==> src/rtl/pcie_bringup_seq.sv <==
module pcie_bringup_seq #(
  parameter int RESET_TICKS  = 100000,
  parameter int SETTLE_TICKS = 150,
  parameter int POLL_TICKS   = 100000,
  parameter int MAX_TRIES    = 10
) (
  input  logic clk,
  input  logic rst_n,
  input  logic start_i,
  input  logic tick_i,
  input  logic link_up_i,
  output logic perst_n_o,
  output logic pwr_en_o,
  output logic phy_tpd_o,
  output logic refclk_en_o,
  output logic ltssm_en_o,
  output logic ep_disable_o,
  output logic link_good_o,
  output logic link_fail_o
);

  localparam int LONG1   = (RESET_TICKS > POLL_TICKS) ? RESET_TICKS : POLL_TICKS;
  localparam int LONGEST = (LONG1 > SETTLE_TICKS) ? LONG1 : SETTLE_TICKS;
  localparam int CW      = $clog2(LONGEST + 1);
  localparam int TW      = $clog2(MAX_TRIES + 1);
  localparam logic [CW-1:0] RST_LAST  = CW'(RESET_TICKS - 1);
  localparam logic [CW-1:0] SET_LAST  = CW'(SETTLE_TICKS - 1);
  localparam logic [CW-1:0] POLL_LAST = CW'(POLL_TICKS - 1);
  localparam logic [TW-1:0] TRY_LAST  = TW'(MAX_TRIES - 1);

  typedef enum logic [2:0] {
    S_IDLE, S_RST, S_PWR, S_SETTLE, S_POLL, S_GOOD, S_FAIL
  } state_t;

  state_t        st;
  logic [CW-1:0] cnt;
  logic [TW-1:0] tries;
  logic          busy;
  logic          accept;

  assign busy   = (st == S_RST) || (st == S_PWR) || (st == S_SETTLE) || (st == S_POLL);
  assign accept = start_i && !busy;

  always_ff @(posedge clk or negedge rst_n) begin
    if (!rst_n) begin
      st           <= S_IDLE;
      cnt          <= '0;
      tries        <= '0;
      perst_n_o    <= 1'b0;
      pwr_en_o     <= 1'b0;
      phy_tpd_o    <= 1'b1;
      refclk_en_o  <= 1'b0;
      ltssm_en_o   <= 1'b0;
      ep_disable_o <= 1'b1;
      link_good_o  <= 1'b0;
      link_fail_o  <= 1'b0;
    end else if (accept) begin
      st           <= S_RST;
      cnt          <= '0;
      tries        <= '0;
      perst_n_o    <= 1'b0;
      pwr_en_o     <= 1'b0;
      phy_tpd_o    <= 1'b1;
      refclk_en_o  <= 1'b0;
      ltssm_en_o   <= 1'b0;
      ep_disable_o <= 1'b1;
      link_good_o  <= 1'b0;
      link_fail_o  <= 1'b0;
    end else begin
      case (st)
        S_RST: if (tick_i) begin
          if (cnt == RST_LAST) begin
            cnt       <= '0;
            perst_n_o <= 1'b1;
            st        <= S_PWR;
          end else begin
            cnt <= cnt + 1'b1;
          end
        end
        S_PWR: begin
          pwr_en_o     <= 1'b1;
          phy_tpd_o    <= 1'b0;
          refclk_en_o  <= 1'b1;
          ep_disable_o <= 1'b0;
          st           <= S_SETTLE;
        end
        S_SETTLE: if (tick_i) begin
          if (cnt == SET_LAST) begin
            cnt        <= '0;
            tries      <= '0;
            ltssm_en_o <= 1'b1;
            st         <= S_POLL;
          end else begin
            cnt <= cnt + 1'b1;
          end
        end
        S_POLL: if (tick_i) begin
          if (cnt == POLL_LAST) begin
            cnt   <= '0;
            tries <= tries + 1'b1;
            if (link_up_i) begin
              link_good_o <= 1'b1;
              st          <= S_GOOD;
            end else if (tries == TRY_LAST) begin
              link_fail_o <= 1'b1;
              st          <= S_FAIL;
            end
          end else begin
            cnt <= cnt + 1'b1;
          end
        end
        default: ;
      endcase
    end
  end

endmodule

==> config.mk <==
export PLATFORM = sky130hd
export DESIGN_NAME = pcie_bringup_seq
export DESIGN_NICKNAME = d
export VERILOG_FILES = /design/src/rtl/pcie_bringup_seq.sv
export SDC_FILE = /design/constraint.sdc
export NUM_CORES = 1
export LEC_CHECK = 0
export BUFFER_PORTS_ARGS = -buffer_cell sky130_fd_sc_hd__buf_2
export CAP_MARGIN = 5
export CELL_PAD_IN_SITES_DETAIL_PLACEMENT = 0
export CELL_PAD_IN_SITES_GLOBAL_PLACEMENT = 1
export CORE_MARGIN = 5
export CORE_UTILIZATION = 48
export CTS_BUF_LIST = sky130_fd_sc_hd__clkbuf_8
export DETAILED_ROUTE_END_ITERATION = 10
export GPL_TIMING_DRIVEN = 0
export PLACE_DENSITY_LB_ADDON = 0.1
export SYNTH_ARGS = -nofsm -noshare
export SYNTH_HDL_FRONTEND = slang
export SYNTH_SLANG_ARGS = --single-unit
export TNS_END_PERCENT = 1
==> constraint.sdc <==
create_clock -name clk -period 2.1 [get_ports clk]
set_input_delay 0.42 -clock clk [delete_from_list [all_inputs] [get_ports clk]]
set_output_delay 0.42 -clock clk [all_outputs]
set_load 0.03 [all_outputs]
# Word level (Yosys, flattened, before mapping)
# Index checks and enable logic that the tools add are counted.
# W data, S select, Z words.
[classes] n_mul=0 n_shift=0 n_addsub=2 div=0 n_lt_le_gt_ge=0 eq_ne=16 n_bitwise=0 n_reduce_logical=25 mux=45
[ops] op="$mux W17" n=5
[ops] op="$pmux W17 S2" n=1
[ops] op="$mux W3" n=9
[ops] op="$mux W1" n=23
[ops] op="$mux W4" n=5
[ops] op="$reduce_bool A2 Y1" n=9
[ops] op="$add A17 B1 Y17 const B" n=1
[ops] op="$eq A17 B17 Y1 const B" n=1
[ops] op="$eq A17 B8 Y1 const B" n=1
[ops] op="$pmux W3 S4" n=1
[ops] op="$reduce_and A5 Y1" n=2
[ops] op="$ne A3 B2 Y1 const B" n=3
[ops] op="$ne A3 B3 Y1 const B" n=3
[ops] op="$reduce_and A3 Y1" n=3
[ops] op="$pmux W4 S2" n=1
[ops] op="$reduce_and A8 Y1" n=1
[ops] op="$eq A3 B2 Y1 const B" n=2
[ops] op="$reduce_bool A3 Y1" n=2
[ops] op="$reduce_bool A5 Y1" n=1
[ops] op="$add A4 B1 Y4 const B" n=1
[ops] op="$eq A4 B4 Y1 const B" n=1
[ops] op="$ne A4 B3 Y1 const B" n=1
[ops] op="$reduce_and A4 Y1" n=1
[ops] op="$eq A3 B1 Y1 const B" n=1
[ops] op="7 further kinds" n=9
[totals] ramBits=0 inputBits=5 memories=0 out_inout_bits=8 ff_bits=30 latch_bits=0 mem_bits_ro=0

# Logic depth before layout (Yosys ltp)
[depth] depth_word=8 mapped_depth=8

# Worst setup path after synthesis
# Ideal clock, no wire load.
[synth_timing] path_type="input to register" startpoint="input tick_i" endpoint="register cnt[8]" t_arrival_ns=1.716 path_stages=7 slack_ns=0.264 setup_ns=0.120 cell_sequence="buf_4 or3b_1 a32o_1 buf_6 nor3_1 xnor2_1 nor2_2"
[synth_via] elab_chain_cells=2 elab_cells_between_ends=3 cone_classes="eq/ne (2); reduce/logical (1)"
[synth_lines] element="from (decl)" line="10" source="input logic tick_i,"
[synth_lines] element="$ne A3 B1 Y1 (no source line) / $ne A3 B3 Y1 (equally long branches)"
[synth_lines] element="$reduce_and A3 Y1 (no source line) (*)"
[synth_lines] element="to (signal assigned)" line="77" source="cnt <= cnt + 1'b1;"
[synth_lines] element="to (signal assigned)" line="94" source="cnt <= cnt + 1'b1;"
[synth_lines] element="to (signal assigned)" line="109" source="cnt <= cnt + 1'b1;"
[synth_lines] element="to (decl)" line="36" source="logic [CW-1:0] cnt;"
# Every way passes the cells marked *; elsewhere a longest branch is shown, timed or not.
# A chain may end at the register's enable or synchronous reset.

# Worst setup path in the final report
[layout_timing] startpoint="register cnt[11]" endpoint="register st[1]"
[layout_via] elab_chain_cells=3 elab_cells_between_ends=6 cone_classes="eq/ne (5); reduce/logical (1)"
[layout_lines] element="$eq A17 B17 Y1 / $eq A17 B8 Y1 (equally long branches)" line="72, 98, 88"
[layout_lines] element="$ne A3 B2 Y1 (no source line)"
[layout_lines] element="$reduce_and A8 Y1 (no source line) (*)"
[layout_lines] element="to (signal assigned)" line="75" source="st <= S_PWR;"
[layout_lines] element="to (signal assigned)" line="103" source="st <= S_GOOD;"
[layout_lines] element="to (signal assigned)" line="106" source="st <= S_FAIL;"
[layout_lines] element="to (decl)" line="35" source="state_t st;"
# Marked as above.

==> metrics <==
outcome=finished, final reports clean; crit share post-route=a little over nine tenths; starting density of the core=just over 50%; Synth Flop Type=dfrtp_1; IO Pins=13; via count=1704; HP Class=in -> async; P per Cell Area=approximately 1100 mW/mm2; post-CTS setup buffer count=0; Pleak=between 0.9 and 1 nW; Mapped Cells=~210; Routed Antenna Nets=0; TritonCTS clock tree=built; Tot GR Track Use=a little under a fifth; Worst EP required=2.28 ns; Critical Setup Path Class=reg -> reg; met2 wire len=between 2 and 2.5 mm; gr ovfl total=0; routability cong.=about 0.83; 1st-pass router iterations=4; Max Freq=approximately 0.5 GHz; Detail Placement HPWL=3.07 mm; clock buffer depth=2; Routed wire per std cell=15.7 um; CP Launch Type=register; Reg clk slew, reported paths=0.07 ns; Tmin final=between 1.5 and 2 ns; Synth Register Bits=30; Port Buffers=10; RSZ-0062 raised after global routing=true; final hold vios=0; Iter 0 DRT Violations=between 100 and 150; CTS buffer count=5; Worst Clk Skew=0.00608 ns; Hold-fix buffers, CTS=0; die area=between 0.005 and 0.006 mm2; sequential power share=38.3%; Inserted Diodes=0; Cell Rows=22; fin cells=about 280; initial antenna violation count=0; Distinct cells, synth=between 50 and 60; Switching Power=a little over 0.9 mW; area leader, netlist=dfrtp_1; Met3 Wirelength=between 150 and 200 um; max cap viols=0; Async S/R FF share, synth=between 90% and 100%; share of cells above drive strength 1=between 10% and 20%; area of the core=0.00372 mm2; H-tree lvl count=2; Area growth syn-to-layout=13.1%; Seq/Total Area, Yosys=between 40 and 50%; Combinational Power Share=between 40% and 50%; syn nets=220; met1 WL=between 1.5 and 2 mm; Switching Fraction=just over 40%; Worst-Skew Late Latency=between 0.2 and 0.3 ns; die width=between 70 and 80 um; Net count, final=roughly 240; crit-path max FO=6; Worst VDD drop=approximately 610 uV; Area contributors post-synth=dfrtp_1, nor2_1, nand3_1; Vias per Instance=6.15; Die Y=approximately 72 um; vias in the first global route=around 1700; # DRC=0; Final Power=2.26 mW; Post-Syn Area=0.00187 mm2; most frequent cells in the layout=dfrtp_1, nor2_1, buf_2, nand2_1, nand3_1; Syn Area/Cell=8.86 um2; highest metal used=met4; top-area cell type share of the netlist area=38.8%; largest net degree at the start of global routing=31; clock root cell=clkbuf_8; Critical Path AT=roughly 2.2 ns; Sink Count=30; Max-slew headroom=a little under three fifths; CP endpoint kind=register; drt total wl=4.34 mm; Int Power=1.33 mW; Final Max Tran Viols=0; final setup fails=0; commonest non-fill, non-tap cell in the layout=dfrtp_1; number of cells after detailed placement=269; first-pass GRT wire length=between 7 and 8 mm; Yosys warning total=0; number of enable flip-flop cells after synthesis=0; fillers=357; worst-margin pin slew=0.674 ns; fin util=a little under three fifths; clock power share=about 22%
[layout make-up]
cell class | count | area, um2 | area share, %
clock inverters | 2 | 8.76 | 0.414
flip-flops and latches | 30 | 752 | 35.6
multi-input cells | 161 | 1050 | 49.5
well taps | 48 | 60.1 | 2.84
clock buffers | 6 | 82.6 | 3.91
plain buffers | 13 | 88.8 | 4.20
repair buffers | 10 | 50.0 | 2.37
inverters | 7 | 26.3 | 1.24
[registers in the layout (all words and copies together) (netlist names)]
signal	count
cnt	17
tries	4
st	3
ep_disable_o	1
link_fail_o	1
link_good_o	1
ltssm_en_o	1
perst_n_o	1
refclk_en_o	1
[timing repair]
action                     in CTS  in global routing
setup endpoints to repair       1                 20
hold endpoints to repair        0                  0
gates resized for setup         1                 12
[metrics by stage]
stage | worst slack (ns) | hold slack (ns) | TNS, ns | instance area [um2]
2_1_floorplan | 0.264 | 0.124 | 0 | 1870
3_3_place_gp | -0.0231 | 0.472 | -0.0231 | 1980
3_5_place_dp | 0.0114 | 0.486 | 0 | 1980
4_1_cts | 0.00526 | 0.189 | 0 | 2080
5_1_grt | -0.0135 | 0.225 | -0.0135 | 2110
6_report | 0.113 | 0.162 | 0 | 2110
[metal layers]
metal  vias up  GRT usage (%)
met5         -              0
met4         0           9.22
met3        13           4.57
met2        41           30.4
met1       840           21.6
li1        810              -
[power groups by stage]
stage / combinational (mW) / clock [mW] / sequential (mW)
floorplan: 0.650 / 0 / 0.868
global placement: 0.855 / 0 / 0.857
detailed placement: 0.877 / 0 / 0.868
CTS: 0.885 / 0.500 / 0.858
global route: 0.999 / 0.527 / 0.887
finish: 0.911 / 0.487 / 0.867
[final timing paths]
kind                                               from                 endpoint  slack, ns  depth (start not counted)
worst max-delay path                cnt[11]$_DFFE_PN0P_        st[1]$_DFFE_PN0P_       0.11                          5
worst min-delay path                              rst_n    perst_n_o$_DFFE_PN0P_       0.16                          1
worst max register to register      cnt[11]$_DFFE_PN0P_        st[1]$_DFFE_PN0P_       0.11                          5
worst min register to register  link_good_o$_DFFE_PN0P_  link_good_o$_DFFE_PN0P_       0.50                          2
max in group asynchronous                         rst_n      cnt[13]$_DFFE_PN0P_       1.49                          1
min in group clk                              link_up_i  link_good_o$_DFFE_PN0P_       0.46                          3
[cell families after synthesis]
| group | share of synthesized area (%) |
|---|---|
| AO/OA/AOI/OAI | 18.3 |
| XOR/XNOR | 5.62 |
| adder cells (fa/ha/maj) | 2.68 |
| buffers and inverters | 5.76 |
| flip-flops | 40.2 |
| multiplexers | 1.07 |
| AND/OR/NAND/NOR | 26.4 |
[critical path: stages, from the launching register on]
cell and delay [ns]:
dfrtp_1 0.41, nor4_1 0.33, and4b_1 0.42, and2_1 0.28, o21bai_1 0.10, a221oi_1 0.32
[Yosys cell counts, types with 2 or more instances]
| library cell | n |
|---|---|
| nor4_1 | 4 |
| clkbuf_1 | 3 |
| xor2_1 | 8 |
| nor2_2 | 2 |
| or3b_1 | 3 |
| dfrtp_1 | 29 |
| buf_6 | 2 |
| ha_1 | 4 |
| nor3_1 | 9 |
| o21ai_1 | 2 |
| inv_1 | 7 |
| o31ai_1 | 3 |
| buf_2 | 5 |
| o22ai_1 | 3 |
| and4_1 | 2 |
| nand3_1 | 14 |
| o21a_1 | 2 |
| a31oi_1 | 3 |
| buf_4 | 3 |
| nor2_1 | 25 |
| a41oi_1 | 4 |
| o21ai_0 | 9 |
| and2_1 | 2 |
| nand2_1 | 13 |
| xnor2_1 | 4 |
| nand4_1 | 6 |
| a21o_1 | 2 |
| nor3b_1 | 5 |
| a22o_1 | 3 |
| mux2i_1 | 2 |
| a21oi_1 | 6 |
No activity file was read; power rests on OpenSTA's default activity.
